[src/rtl/errinj_pkg.sv]
package errinj_pkg;

    localparam int REG_W   = 32;
    localparam int ECC_W   = 8;

    // Control word bit positions (bit 0 = least significant)
    localparam int CB_TAG_EN  = 16;
    localparam int CB_MIRROR  = 10;
    localparam int CB_DATA_EN = 9;
    localparam int CB_ECC_LO  = 0;

    localparam logic [REG_W-1:0] CTRL_LIVE = 32'h0001_06FF;

    localparam int ADDR_CTRL = 0;
    localparam int ADDR_MASK = 1;   // first mask word; following words at +1

    typedef struct packed {
        logic             tag_en;
        logic             mirror_en;
        logic             data_en;
        logic [ECC_W-1:0] ecc_mask;
    } inj_ctrl_t;

endpackage

[src/rtl/errinj_regs.sv]
module errinj_regs
    import errinj_pkg::*;
#(
    parameter int DATA_W = 64,
    parameter int ADDR_W = 4
) (
    input  logic              clk,
    input  logic              rst_n,
    input  logic [ADDR_W-1:0] addr,
    input  logic              we,
    input  logic [REG_W-1:0]  wdata,
    output logic [REG_W-1:0]  rdata,
    output inj_ctrl_t         ctrl,
    output logic [DATA_W-1:0] inv_mask
);

    localparam int NWORDS = DATA_W / REG_W;

    inj_ctrl_t         ctrl_q;
    logic [DATA_W-1:0] mask_q;
    logic [REG_W-1:0]  rd_mux;

    always_ff @(posedge clk) begin
        if (!rst_n) begin
            ctrl_q <= '0;
        end else if (we && addr == ADDR_W'(ADDR_CTRL)) begin
            ctrl_q.tag_en    <= wdata[CB_TAG_EN];
            ctrl_q.mirror_en <= wdata[CB_MIRROR];
            ctrl_q.data_en   <= wdata[CB_DATA_EN];
            ctrl_q.ecc_mask  <= wdata[CB_ECC_LO +: ECC_W];
        end
    end

    for (genvar w = 0; w < NWORDS; w++) begin : g_mask
        always_ff @(posedge clk) begin
            if (!rst_n) begin
                mask_q[w*REG_W +: REG_W] <= '0;
            end else if (we && addr == ADDR_W'(ADDR_MASK + w)) begin
                mask_q[w*REG_W +: REG_W] <= wdata;
            end
        end
    end

    always_comb begin
        rd_mux = '0;
        if (addr == ADDR_W'(ADDR_CTRL)) begin
            rd_mux[CB_TAG_EN]              = ctrl_q.tag_en;
            rd_mux[CB_MIRROR]              = ctrl_q.mirror_en;
            rd_mux[CB_DATA_EN]             = ctrl_q.data_en;
            rd_mux[CB_ECC_LO +: ECC_W]     = ctrl_q.ecc_mask;
        end
        for (int w = 0; w < NWORDS; w++) begin
            if (addr == ADDR_W'(ADDR_MASK + w)) begin
                rd_mux = mask_q[w*REG_W +: REG_W];
            end
        end
    end

    always_ff @(posedge clk) begin
        if (!rst_n) rdata <= '0;
        else        rdata <= rd_mux;
    end

    assign ctrl     = ctrl_q;
    assign inv_mask = mask_q;

endmodule

[src/rtl/errinj_tag_path.sv]
module errinj_tag_path
    import errinj_pkg::*;
#(
    parameter int TAG_W = 20
) (
    input  logic             we,
    input  inj_ctrl_t        ctrl,
    input  logic [TAG_W-1:0] word_in,
    input  logic             par_in,
    output logic [TAG_W-1:0] word_out,
    output logic             par_out
);

    assign word_out = word_in;
    assign par_out  = par_in ^ (we & ctrl.tag_en);

endmodule

[src/rtl/errinj_data_path.sv]
module errinj_data_path
    import errinj_pkg::*;
#(
    parameter int DATA_W = 64
) (
    input  logic              we,
    input  inj_ctrl_t         ctrl,
    input  logic [DATA_W-1:0] inv_mask,
    input  logic [DATA_W-1:0] data_in,
    input  logic [ECC_W-1:0]  ecc_in,
    output logic [DATA_W-1:0] data_out,
    output logic [ECC_W-1:0]  ecc_out
);

    logic             active;
    logic [ECC_W-1:0] check_base;

    assign active = we & ctrl.data_en;

    always_comb begin
        check_base = ctrl.mirror_en ? data_in[DATA_W-1 -: ECC_W] : ecc_in;
        if (active) begin
            data_out = data_in ^ inv_mask;
            ecc_out  = check_base ^ ctrl.ecc_mask;
        end else begin
            data_out = data_in;
            ecc_out  = ecc_in;
        end
    end

endmodule

[src/rtl/cache_wr_err_injector.sv]
module cache_wr_err_injector
    import errinj_pkg::*;
#(
    parameter int DATA_W = 64,
    parameter int TAG_W  = 20,
    parameter int ADDR_W = 4
) (
    input  logic              clk,
    input  logic              rst_n,
    input  logic [ADDR_W-1:0] cfg_addr,
    input  logic              cfg_we,
    input  logic [31:0]       cfg_wdata,
    output logic [31:0]       cfg_rdata,
    input  logic              tag_we,
    input  logic [TAG_W-1:0]  tag_word_in,
    input  logic              tag_par_in,
    output logic [TAG_W-1:0]  tag_word_out,
    output logic              tag_par_out,
    input  logic              dat_we,
    input  logic [DATA_W-1:0] dat_wdata_in,
    input  logic [7:0]        dat_ecc_in,
    output logic [DATA_W-1:0] dat_wdata_out,
    output logic [7:0]        dat_ecc_out,
    input  logic [DATA_W-1:0] rd_data_in,
    input  logic [7:0]        rd_ecc_in,
    output logic [DATA_W-1:0] rd_data_out,
    output logic [7:0]        rd_ecc_out
);

    inj_ctrl_t         ctrl;
    logic [DATA_W-1:0] inv_mask;

    errinj_regs #(.DATA_W(DATA_W), .ADDR_W(ADDR_W)) u_regs (
        .clk      (clk),
        .rst_n    (rst_n),
        .addr     (cfg_addr),
        .we       (cfg_we),
        .wdata    (cfg_wdata),
        .rdata    (cfg_rdata),
        .ctrl     (ctrl),
        .inv_mask (inv_mask)
    );

    errinj_tag_path #(.TAG_W(TAG_W)) u_tag (
        .we       (tag_we),
        .ctrl     (ctrl),
        .word_in  (tag_word_in),
        .par_in   (tag_par_in),
        .word_out (tag_word_out),
        .par_out  (tag_par_out)
    );

    errinj_data_path #(.DATA_W(DATA_W)) u_data (
        .we       (dat_we),
        .ctrl     (ctrl),
        .inv_mask (inv_mask),
        .data_in  (dat_wdata_in),
        .ecc_in   (dat_ecc_in),
        .data_out (dat_wdata_out),
        .ecc_out  (dat_ecc_out)
    );

    assign rd_data_out = rd_data_in;
    assign rd_ecc_out  = rd_ecc_in;

endmodule

[config.mk]
export PLATFORM = sky130hd
export DESIGN_NAME = cache_wr_err_injector
export DESIGN_NICKNAME = d
export VERILOG_FILES = /design/src/rtl/errinj_pkg.sv /design/src/rtl/errinj_regs.sv /design/src/rtl/errinj_tag_path.sv /design/src/rtl/errinj_data_path.sv /design/src/rtl/cache_wr_err_injector.sv
export SDC_FILE = /design/constraint.sdc
export NUM_CORES = 1
export LEC_CHECK = 0
export ABC_AREA = 1
export BUFFER_PORTS_ARGS = -buffer_cell sky130_fd_sc_hd__buf_2
export CAP_MARGIN = 20
export CORE_AREA = 4 4 155 157
export DETAILED_ROUTE_END_ITERATION = 8
export DIE_AREA = 0 0 159 161
export PLACE_DENSITY = 0.56
export SETUP_SLACK_MARGIN = 0.2
export SKIP_CTS_REPAIR_TIMING = 1
export SLEW_MARGIN = 30
export SYNTH_ARGS = -nofsm -noshare
export SYNTH_HDL_FRONTEND = slang
export SYNTH_HIERARCHICAL = 1
export SYNTH_SLANG_ARGS = --single-unit
[constraint.sdc]
create_clock -name clk -period 3 [get_ports clk]
set_input_delay 0.45 -clock clk [delete_from_list [all_inputs] [get_ports clk]]
set_output_delay 0.45 -clock clk [all_outputs]
set_load 0.005 [all_outputs]
Word-level counts from Yosys, hierarchy flattened
Cells that the tools add are included.
{"block": "classes", "n_eq_ne": 2, "bitwise": 5, "mux": 8, "n_reduce_logical": 4}
{"operator": "32-bit 2-to-1 mux", "n": 2}
{"operator": "64-bit 2-to-1 mux", "n": 1}
{"operator": "64-bit XOR", "n": 1}
{"operator": "8-bit 2-to-1 mux", "n": 3}
{"operator": "8-bit XOR", "n": 1}
{"operator": "4-bit by 1-bit equality test with 1-bit output (second input constant)", "n": 1}
{"operator": "4-bit by 2-bit equality test with 1-bit output (second input constant)", "n": 1}
{"operator": "4-bit logical NOT", "n": 1}
{"operator": "1-bit logical AND", "n": 3}
{"operator": "1-bit AND", "n": 2}
{"operator": "2-bit 2-to-1 mux", "n": 1}
{"operator": "1-bit 2-to-1 mux", "n": 1}
{"operator": "1-bit XOR", "n": 1}
{"block": "word_totals", "wordCells": 26, "register_bits": 107, "inputBits": 206}

Longest topological paths before layout
{"block": "logic_depth", "ltp_word": 4, "ltp_mapped": 8, "depth_no_buf": 7}

Modules after synthesis
Netlist, hierarchy kept.
{"module": "errinj_regs", "cells_each": 686, "area_per_inst_um2": 4524.3, "instances": 1}
{"module": "errinj_data_path", "cells_each": 237, "area_per_inst_um2": 1476.4, "instances": 1}
{"module": "cache_wr_err_injector", "cells_each": 72, "area_per_inst_um2": 540.5, "instances": 1}
{"module": "errinj_tag_path", "cells_each": 25, "area_per_inst_um2": 170.2, "instances": 1}

Least setup slack after synthesis
Ideal clock, no wire load.
{"block": "synth_timing", "path_kind": "input-to-output", "from": "in dat_we", "to": "out dat_wdata_out[10]", "path_slack_ps": 1567, "n_path_buf": 1, "arrival_time_ps": 983, "path_stages": 5, "cell_sequence": "nand2_4 inv_6 buf_12 nand2_4 xnor2_2"}
{"block": "synth_via", "elab_chain_cells": 2}
{"element": "from (decl)", "line_no": "cache_wr_err_injector.sv:19", "text": "input logic dat_we,"}
{"element": "1-bit AND", "line_no": "errinj_data_path.sv:18", "text": "assign active = we & ctrl.data_en;"}
{"element": "64-bit 2-to-1 mux", "line_no": "errinj_data_path.sv:22", "text": "if (active) begin"}
{"element": "to (decl)", "line_no": "cache_wr_err_injector.sv:22", "text": "output logic [DATA_W-1:0] dat_wdata_out,"}
No other way between the ends.

Worst setup path after layout
{"block": "layout_timing", "from": "reg u_regs.ctrl_q (netlist bit u_regs/ctrl[8])", "to": "out dat_wdata_out[37]"}
{"block": "layout_via", "elab_chain_cells": 2}
{"element": "from (decl)", "line_no": "errinj_regs.sv:19", "text": "inj_ctrl_t ctrl_q;"}
{"element": "1-bit AND", "line_no": "errinj_data_path.sv:18"}
{"element": "64-bit 2-to-1 mux", "line_no": "errinj_data_path.sv:22"}
No other way between the ends.

==> impl_metrics.yaml <==
sta:
  setup_viol: 0
  tightest_slew_ns: 0.945
  maxSlewViolCount: 0
  timing.final.crit_share_pct: 75.9
  relSlewSlack_pct: 37.0
  setup_tns_ns: 0
  timing.fmax_mhz: 439
  post-route-min-period_ns: 2.28
  rsz0062_at_grt: "no"
  hold_viol: 0
  finalClockSkew_ns: 0.00705
yosys:
  syn-cell-area_sq_mm: 0.00671
  synthesis.nets: 1226
  synth.yosys.warnings: 6
  syn_avg_cell_area_sq_um: 6.58
  yosys_register_bits: 107
  yosysMostFrequentCell: "nand2_1"
  synth_top_area_cell: "dfxtp_1"
  ys_top_cells_by_area: "dfxtp_1, nand2_1, buf_4"
  yosysTopAreaCellShare_pct: 31.9
  synth_edf_count: 0
  dominantRegCellSynth: "dfxtp_1"
  synthCells: 1020
  synth_common_cells: "nand2_1, nor2_1, inv_1"
  yosysSeqAreaShare_pct: 31.9
  synth.distinct_cells: 21
  ys_async_sr_fraction_pct: 0
floorplanning:
  die_w_microns: 159
  die_h_microns: 161
  num_rows: 55
  pin_count: 403
  start_util_pct: 29.8
  coreArea_sq_mm: 0.0225
  die-area_sq_mm: 0.0256
final_layout:
  postLayoutCoreUtil_pct: 33.9
  layout-drive-gt1-share_pct: 24.4
  instances_no_fill: 1407
  diodes: 0
  multi_input_area_sq_mm: 0.00310
  n_fill_cell: 2508
  nets: 1323
  area_growth_pct: 13.5
  seq_area_sq_mm: 0.00214
route:
  viasPerCell: 4.31
  dr_total_vias: 6060
  drc_errors: 0
  wl_microns: 20800
  drtIter0Drc: 417
  ant_nets: 0
  first_pass_iters: 5
  post_drt_wl_per_cell_microns: 14.8
worst_setup_path:
  required_ns: 2.55
  worst_ep_arrival_time_ns: 1.83
  start_kind: "register"
  critPathMaxFanout: 38
  worstSetupEndpointType: "primary output"
  criticalPathCategory: "register to primary output"
clocking:
  cts_made_buffers: 9
  clockBufferDepth: 2
  cts_root_buf: "clkbuf_16"
  cts_max_level: 3
  cts_tree: "yes"
  clkTransAtPathRegs_ns: 0.08
  cts.sinks: 107
  clock_latency_ns: 0.35
flow_run:
  cap_violations: 0
global_route:
  grt_pass1_vias: 5941
  grt.total_usage_pct: 15.9
  gr-total-overflow: 0
  grt_pass1_wl_microns: 32500
  grt_antenna_before_repair: 0
  grt_max_degree: 79
power_and_ir_drop:
  peakVddDrop_uv: 241
  power.leakage_nw: 4.17
  powerDensity_mw_per_mm2: 416
place:
  dp_cells: 1391
  routabilityCongestion: 0.819
  portBuffers: 218
  hpwl_microns: 15100
min_path:
  hold_path_class: "input pin to register"
outcome:
  status: "finished clean"
[per-layer routing]
metal / up-vias / track usage, % / part of all wire (%)
met4: 0 / 6.51 / 3.4
met1: 2632 / 18.3 / 41
met3: 65 / 3.93 / 6.6
met5: - / 0 / 0
li1: 3139 / - / -
met2: 224 / 28.2 / 49
[cells by family after synthesis]
| logic type | count (synthesis) | synth area share, % |
|---|---|---|
| AOI/OAI and AO/OA | 21 | 1.57 |
| DFF | 107 | 31.9 |
| xor gates and xnor gates | 64 | 9.47 |
| buffers and inverters | 271 | 21.9 |
| and+or+nand+nor | 557 | 35.1 |
[worst paths after layout]
check | from | to | slack (ns) | cells past startpoint
min reg2reg | u_regs/inv_mask[15] | u_regs/rdata[15] | 0.50 | 2
min | cfg_wdata[25] | u_regs/inv_mask[57] | 0.34 | 3
max reg2reg | u_regs/ctrl[9] | u_regs/rdata[10] | 1.79 | 5
max | u_regs/ctrl[8] | dat_wdata_out[37] | 0.72 | 6
[area by class of cell]
type                            count  share of cell area [%]
Clock inverter                      4                   0.969
Multi-Input combinational cell    642                    40.6
Tap cell                          285                    4.68
Clock buffer                       12                    3.24
Inverter                          127                    6.32
Timing Repair Buffer              230                    16.0
Sequential cell                   107                    28.1
[cell usage in the layout (no fill, tap or decap), types with 3 or more instances in the layout]
cell	synthesis	final
a21oi_1	21	21
buf_12	1	3
buf_2	23	217
buf_4	94	10
clkbuf_16	0	9
dfxtp_1	107	107
inv_1	123	123
inv_2	3	3
nand2_1	278	278
nand2_4	11	11
nand3_1	112	112
nor2_1	151	151
nor2_4	3	3
xnor2_1	46	46
xnor2_2	10	10
xor2_1	8	8
[power breakdown]
part,internal [mW],total (mW),switching (mW)
Combinational,0.172,0.398,0.226
Sequential,1.45,1.47,0.0235
Clock,0.757,1.30,0.546
[registers in the layout, indices dropped and copies added (netlist names)]
register,cells
u_regs/rdata,32
u_regs/ctrl,11
u_regs/inv_mask,64
[stage by stage]
| stage | setup slack [ns] | power (mW) | area [sq um] | hold slack (ns) |
|---|---|---|---|---|
| 2_1_floorplan | 1.57 | 1.80 | 6710 | 0.468 |
| 3_3_place_gp | 0.924 | 1.90 | 7300 | 0.496 |
| 3_5_place_dp | 0.879 | 1.91 | 7300 | 0.496 |
| 4_1_cts | 0.660 | 3.23 | 7620 | 0.310 |
| 5_1_grt | 0.527 | 3.33 | 7620 | 0.323 |
| 6_report | 0.723 | 3.17 | 7620 | 0.339 |
[worst max-delay path: stages (launching register included)]
cell	delay [ns]
dfxtp_1	0.39
nand2_4	0.13
inv_6	0.29
buf_12	0.28
nand2_1	0.10
xnor2_1	0.15
buf_2	0.13
No activity file was read; power rests on OpenSTA's default activity.
